## config.mk

```make
export PLATFORM = sky130hd
export DESIGN_NAME = edid_xfer_engine
export DESIGN_NICKNAME = d
export VERILOG_FILES = /design/src/rtl/edid_pkg.sv /design/src/rtl/edid_seq.sv /design/src/rtl/edid_map.sv /design/src/rtl/edid_rd_buf.sv /design/src/rtl/edid_done.sv /design/src/rtl/edid_xfer_engine.sv
export SDC_FILE = /design/constraint.sdc
export NUM_CORES = 1
export LEC_CHECK = 0
export ABC_CLOCK_PERIOD_IN_PS = 1900
export CAP_MARGIN = 20
export CELL_PAD_IN_SITES_DETAIL_PLACEMENT = 1
export CELL_PAD_IN_SITES_GLOBAL_PLACEMENT = 2
export CORE_ASPECT_RATIO = 0.5
export CORE_MARGIN = 10
export CORE_UTILIZATION = 21
export CTS_BUF_LIST = sky130_fd_sc_hd__clkbuf_8
export CTS_CLUSTER_SIZE = 28
export DETAILED_ROUTE_END_ITERATION = 6
export HOLD_SLACK_MARGIN = 0.05
export PLACE_DENSITY = 0.82
export SLEW_MARGIN = 20
export SYNTH_ARGS = -nofsm -noshare
export SYNTH_HDL_FRONTEND = slang
export SYNTH_SLANG_ARGS = --single-unit
```

## constraint.sdc

```tcl
create_clock -name clk -period 1.9 [get_ports clk]
set_input_delay 0.19 -clock clk [delete_from_list [all_inputs] [get_ports clk]]
set_output_delay 0.19 -clock clk [all_outputs]
set_load 0.01 [all_outputs]
```

## src/rtl/edid_pkg.sv

```systemverilog
package edid_pkg;
  typedef enum logic [1:0] {
    ST_IDLE = 2'd0,
    ST_WSUB = 2'd1,
    ST_WDAT = 2'd2,
    ST_RD   = 2'd3
  } xfer_st_t;
endpackage

```

## src/rtl/edid_seq.sv

```systemverilog
module edid_seq
  import edid_pkg::*;
#(
  parameter int DW     = 8,
  parameter int REL_AW = 7
) (
  input  logic              clk,
  input  logic              rst_n,
  input  logic              ev_start,
  input  logic              ev_stop,
  input  logic              ev_addr_wr,
  input  logic              ev_addr_rd,
  input  logic              wr_valid,
  input  logic [DW-1:0]     wr_data,
  output logic              wr_ready,
  input  logic              rd_req_valid,
  output logic              rd_req_ready,
  input  logic              rd_busy,
  input  logic              wp,
  output logic [REL_AW-1:0] ctr,
  output logic              we,
  output logic              re
);
  xfer_st_t st;
  logic any_ev, wr_acc, rd_acc;

  assign any_ev       = ev_start | ev_stop | ev_addr_wr | ev_addr_rd;
  assign wr_ready     = ((st == ST_WSUB) || (st == ST_WDAT)) && !any_ev;
  assign rd_req_ready = (st == ST_RD) && !any_ev && !rd_busy;
  assign wr_acc       = wr_valid && wr_ready;
  assign rd_acc       = rd_req_valid && rd_req_ready;
  assign we           = wr_acc && (st == ST_WDAT) && !wp;
  assign re           = rd_acc;

  always_ff @(posedge clk) begin
    if (!rst_n) begin
      st  <= ST_IDLE;
      ctr <= '0;
    end else if (ev_start || ev_stop) begin
      st <= ST_IDLE;
    end else if (ev_addr_wr) begin
      st <= ST_WSUB;
    end else if (ev_addr_rd) begin
      st <= ST_RD;
    end else if (wr_acc) begin
      if (st == ST_WSUB) begin
        ctr <= wr_data[REL_AW-1:0];
        st  <= ST_WDAT;
      end else begin
        ctr <= ctr + 1'b1;
      end
    end else if (rd_acc) begin
      ctr <= ctr + 1'b1;
    end
  end
endmodule

```

## src/rtl/edid_map.sv

```systemverilog
module edid_map #(
  parameter int REL_AW  = 7,
  parameter int PHYS_AW = 10
) (
  input  logic [PHYS_AW-REL_AW-1:0] base_hi,
  input  logic [REL_AW-1:0]         rel,
  output logic [PHYS_AW-1:0]        phys
);
  assign phys = {base_hi, rel};
endmodule

```

## src/rtl/edid_rd_buf.sv

```systemverilog
module edid_rd_buf #(
  parameter int DW = 8
) (
  input  logic          clk,
  input  logic          rst_n,
  input  logic          re,
  input  logic [DW-1:0] mem_rdata,
  output logic          rd_valid,
  output logic [DW-1:0] rd_data,
  input  logic          rd_ready,
  output logic          busy
);
  logic pend;

  assign busy = pend | rd_valid;

  always_ff @(posedge clk) begin
    if (!rst_n) begin
      pend     <= 1'b0;
      rd_valid <= 1'b0;
      rd_data  <= '0;
    end else begin
      pend <= re;
      if (pend) begin
        rd_valid <= 1'b1;
        rd_data  <= mem_rdata;
      end else if (rd_valid && rd_ready) begin
        rd_valid <= 1'b0;
      end
    end
  end
endmodule

```

## src/rtl/edid_done.sv

```systemverilog
module edid_done #(
  parameter int REL_AW = 7
) (
  input  logic              clk,
  input  logic              rst_n,
  input  logic              we,
  input  logic [REL_AW-1:0] rel,
  input  logic              flag_clr,
  input  logic              irq_en,
  output logic              flag,
  output logic              irq
);
  localparam logic [REL_AW-1:0] LAST = '1;

  always_ff @(posedge clk) begin
    if (!rst_n)                    flag <= 1'b0;
    else if (we && (rel == LAST))  flag <= 1'b1;
    else if (flag_clr)             flag <= 1'b0;
  end

  assign irq = flag & irq_en;
endmodule

```

## src/rtl/edid_xfer_engine.sv

```systemverilog
module edid_xfer_engine #(
  parameter int DW      = 8,
  parameter int REL_AW  = 7,
  parameter int PHYS_AW = 10
) (
  input  logic                      clk,
  input  logic                      rst_n,
  input  logic                      ev_start,
  input  logic                      ev_stop,
  input  logic                      ev_addr_wr,
  input  logic                      ev_addr_rd,
  input  logic                      wr_valid,
  input  logic [DW-1:0]             wr_data,
  output logic                      wr_ready,
  input  logic                      rd_req_valid,
  output logic                      rd_req_ready,
  output logic                      rd_valid,
  output logic [DW-1:0]             rd_data,
  input  logic                      rd_ready,
  input  logic                      wp,
  input  logic [PHYS_AW-REL_AW-1:0] base_hi,
  input  logic                      irq_en,
  input  logic                      flag_clr,
  output logic                      flag,
  output logic                      irq,
  output logic [PHYS_AW-1:0]        mem_addr,
  output logic                      mem_we,
  output logic [DW-1:0]             mem_wdata,
  output logic                      mem_re,
  input  logic [DW-1:0]             mem_rdata
);
  logic [REL_AW-1:0] ctr;
  logic              busy;

  edid_seq #(.DW(DW), .REL_AW(REL_AW)) u_seq (
    .clk(clk), .rst_n(rst_n),
    .ev_start(ev_start), .ev_stop(ev_stop),
    .ev_addr_wr(ev_addr_wr), .ev_addr_rd(ev_addr_rd),
    .wr_valid(wr_valid), .wr_data(wr_data), .wr_ready(wr_ready),
    .rd_req_valid(rd_req_valid), .rd_req_ready(rd_req_ready),
    .rd_busy(busy), .wp(wp), .ctr(ctr), .we(mem_we), .re(mem_re)
  );

  edid_map #(.REL_AW(REL_AW), .PHYS_AW(PHYS_AW)) u_map (
    .base_hi(base_hi), .rel(ctr), .phys(mem_addr)
  );

  edid_rd_buf #(.DW(DW)) u_rbuf (
    .clk(clk), .rst_n(rst_n), .re(mem_re), .mem_rdata(mem_rdata),
    .rd_valid(rd_valid), .rd_data(rd_data), .rd_ready(rd_ready), .busy(busy)
  );

  edid_done #(.REL_AW(REL_AW)) u_done (
    .clk(clk), .rst_n(rst_n), .we(mem_we), .rel(ctr),
    .flag_clr(flag_clr), .irq_en(irq_en), .flag(flag), .irq(irq)
  );

  assign mem_wdata = wr_data;
endmodule

```

==> flow_summary.json <==
{
  "cts.sinks": 20,
  "power_density_nw_per_um2": 492,
  "numCtsBuffers": 3,
  "grt_pass1_vias": 1142,
  "core-area_um2": 4950,
  "min_period_ns": 1.77,
  "synth.distinct_cells": 31,
  "ys_seq_area_share_pct": 37.1,
  "ctsHoldBuffers": 0,
  "grt_max_degree": 13,
  "clock_path_buffers": 2,
  "cap_violations": 0,
  "fp.dieH_um": 70.7,
  "stdcell_count": 246,
  "status": "complete, no violations",
  "cp.depth": 5,
  "grt_pass1_wl_um": 6010,
  "io_pins": 64,
  "crit_path_end_kind": "output port",
  "die_w_um": 121,
  "finish.utilization_pct": 35.7,
  "cp.buffers_inverters": 3,
  "holdWs_ns": 0.380,
  "dp.cells": 241,
  "netlist_area_um2": 1080,
  "path_class": "in2out",
  "clock.fmax_mhz": 563,
  "required_ns": 1.71,
  "rsz0062_at_grt": "false",
  "area_growth_pct": 63.7,
  "drc": 0,
  "synthFlopType": "dfxtp_1",
  "die_area_um2": 8580,
  "hold-path-cell-count": 0,
  "cp_max_fo": 3,
  "drtIter0Drc": 30,
  "track_usage_pct": 8.70,
  "place.gp.congestion": 0.748,
  "antenna_left": 0,
  "setup-tns-final_ns": 0,
  "r2r_cells": 8,
  "dpl_cell_area_um2": 1710,
  "layout-drive-gt1-share_pct": 11.9,
  "maxSlewHeadroom_pct": 69.9,
  "cp_top_family": "buffers and inverters",
  "clock_latency_ns": 0.26,
  "htreeDepth": 1,
  "nets": 212,
  "peakVddDrop_mv": 0.198,
  "setup_violations": 0,
  "syn_avg_cell_area_um2": 9.07,
  "initial_core_util_pct": 21.8,
  "cp_slowest_stage_delay_ns": 0.47,
  "hold_violations": 0,
  "worstMarginPinSlew_ns": 0.450,
  "antenna_found_initial": 0,
  "slowest_stage": "clkdlybuf4s50_1",
  "wl_per_cell_um": 14.8,
  "yosysWarnings": 0,
  "routed_wl_um": 3650,
  "p_leak_nw": 0.662,
  "antenna_cells": 0,
  "vias": 1045,
  "clock_skew_ns": 0.00160,
  "cts_tree": "yes",
  "first_pass_iters": 3,
  "cp-start-kind": "primary input",
  "place_hpwl_um": 3010,
  "numPortBuffers": 55,
  "synth_edf_count": 0,
  "synthCells": 119,
  "rows": 18,
  "synth_fp_nets": 154,
  "overflow": 0,
  "viasPerCell": 4.25,
  "post-route-period-util_pct": 93.4,
  "final-max-slew-violation-count": 0,
  "arrival_ns": 1.58,
  "hold_path.class": "in2out",
  "fin_area_um2": 1770,
  "cp_cell_sequence": "clkdlybuf4s50_1 -> nor4_4 -> buf_4 -> and4b_1 -> clkdlybuf4s15_1",
  "synthArstFlopShare_pct": 0,
  "clock_tree.root_cell": "clkbuf_8",
  "ys_ff_latch": 20
}
-- through the flow --
| step | setup WS (ns) | power (mW) |
|---|---|---|
| CTS | 0.0498 | 0.888 |
| finish | 0.125 | 0.870 |
| floorplan | 0.157 | 0.473 |
| global route | 0.00515 | 0.920 |
| detailed placement | -0.188 | 0.544 |
| global placement | -0.152 | 0.542 |
-- worst register-to-register path: stages, from the launching register on --
cell and delay, ns:
dfxtp_1 0.34, inv_1 0.04, ha_1 0.31, nor2b_2 0.14, buf_4 0.15, nand3_1 0.12
buf_4 0.19, o21ai_0 0.21, a21oi_1 0.07
-- metal layers --
layer / share of wire, % / global-route usage, % / wire, um / vias to the layer above
met1: 40 / 8.98 / 1460 / 502
met3: 4.0 / 2.77 / 147 / 4
met4: 1.1 / 2.37 / 40 / 0
met5: 0 / 0 / 0 / -
li1: - / - / - / 521
met2: 55 / 16.6 / 2000 / 18
-- registers in the layout (all words and copies together), names as in the netlist --
register         cells
u_done.flag          1
u_seq.ctr            7
u_rbuf.rd_data       8
u_seq.st             2
u_rbuf.rd_valid      1
u_rbuf.pend          1
-- final cells by class --
type                            instances  area (um2)
Fill cell                             589        3190
Timing Repair Buffer                   68         644
Multi-Input combinational cell         82         573
Sequential cell                        20         400
Tap cell                               70        87.6
Clock buffer                            4        55.1
Inverter                                2        7.51
-- cell families (layout without fill, tap and decap cells) --
group | count (synthesis) | count (layout) | share of synthesized area (%)
buffers and inverters | 17 | 74 | 10.1
and+or+nand+nor | 45 | 45 | 24.8
xor gates and xnor gates | 1 | 1 | 0.811
DFF | 20 | 20 | 37.1
muxes | 11 | 11 | 10.2
adders and majority gates | 4 | 4 | 4.64
AOI/OAI and AO/OA | 21 | 21 | 12.4
-- power by group --
group / switching (mW) / internal (mW) / leakage (nW)
combinational: 0.0360 / 0.0761 / 0.472
clock: 0.151 / 0.185 / 0.0288
sequential: 0.00112 / 0.420 / 0.161
total: 0.189 / 0.681 / 0.662
-- cells in the final DEF, fill, tap and decap left out, drive strengths merged --
master,netlist,routed
clkdlybuf4s50,0,51
dfxtp,20,20
buf,12,13
mux2i,11,11
nor2b,11,11
nand2,8,8
nor2,5,5
o21ai,5,5
and3,4,4
a21oi,4,4
ha,4,4
clkbuf,3,4
and2,3,3
nand3,3,3
o21a,3,3
o22ai,3,3
nor3,3,3
dlygate4sd2,0,3
inv,2,2
a31oi,2,2
nand2b,2,2
nor4,1,1
and4b,1,1
and4bb,1,1
o211ai,1,1
xor2,1,1
a22o,1,1
a211oi,1,1
or3,1,1
nand4,1,1
a21boi,1,1
nor3b,1,1
clkdlybuf4s15,0,1
-- path summary, 6_finish.rpt --
kind | startpoint | to | slack [ns]
worst max-delay path | ev_addr_rd | mem_we | 0.13
worst min-delay path | base_hi[0] | mem_addr[7] | 0.38
worst max register to register | u_seq.st[0] | u_seq.ctr[2] | 0.23
worst min register to register | u_seq.ctr[5] | u_seq.ctr[5] | 0.50
-- cells in the mapped netlist (all sizes together), types with 4 or more instances --
master	number	share of area [%]
ha	4	4.6
and3	4	2.3
o21ai	5	2.7
nand2	8	2.8
nor2b	11	6.4
a21oi	4	1.9
mux2i	11	10
buf	12	8.3
nor2	5	1.7
dfxtp	20	37
-- timing repair --
item,4_1_cts,5_1_grt
setup endpoints to repair,4,1
pin swaps,2,0
cloned,0,0
buffers inserted,1,0
resized for setup,4,2
(Power assumes the default switching activity.)
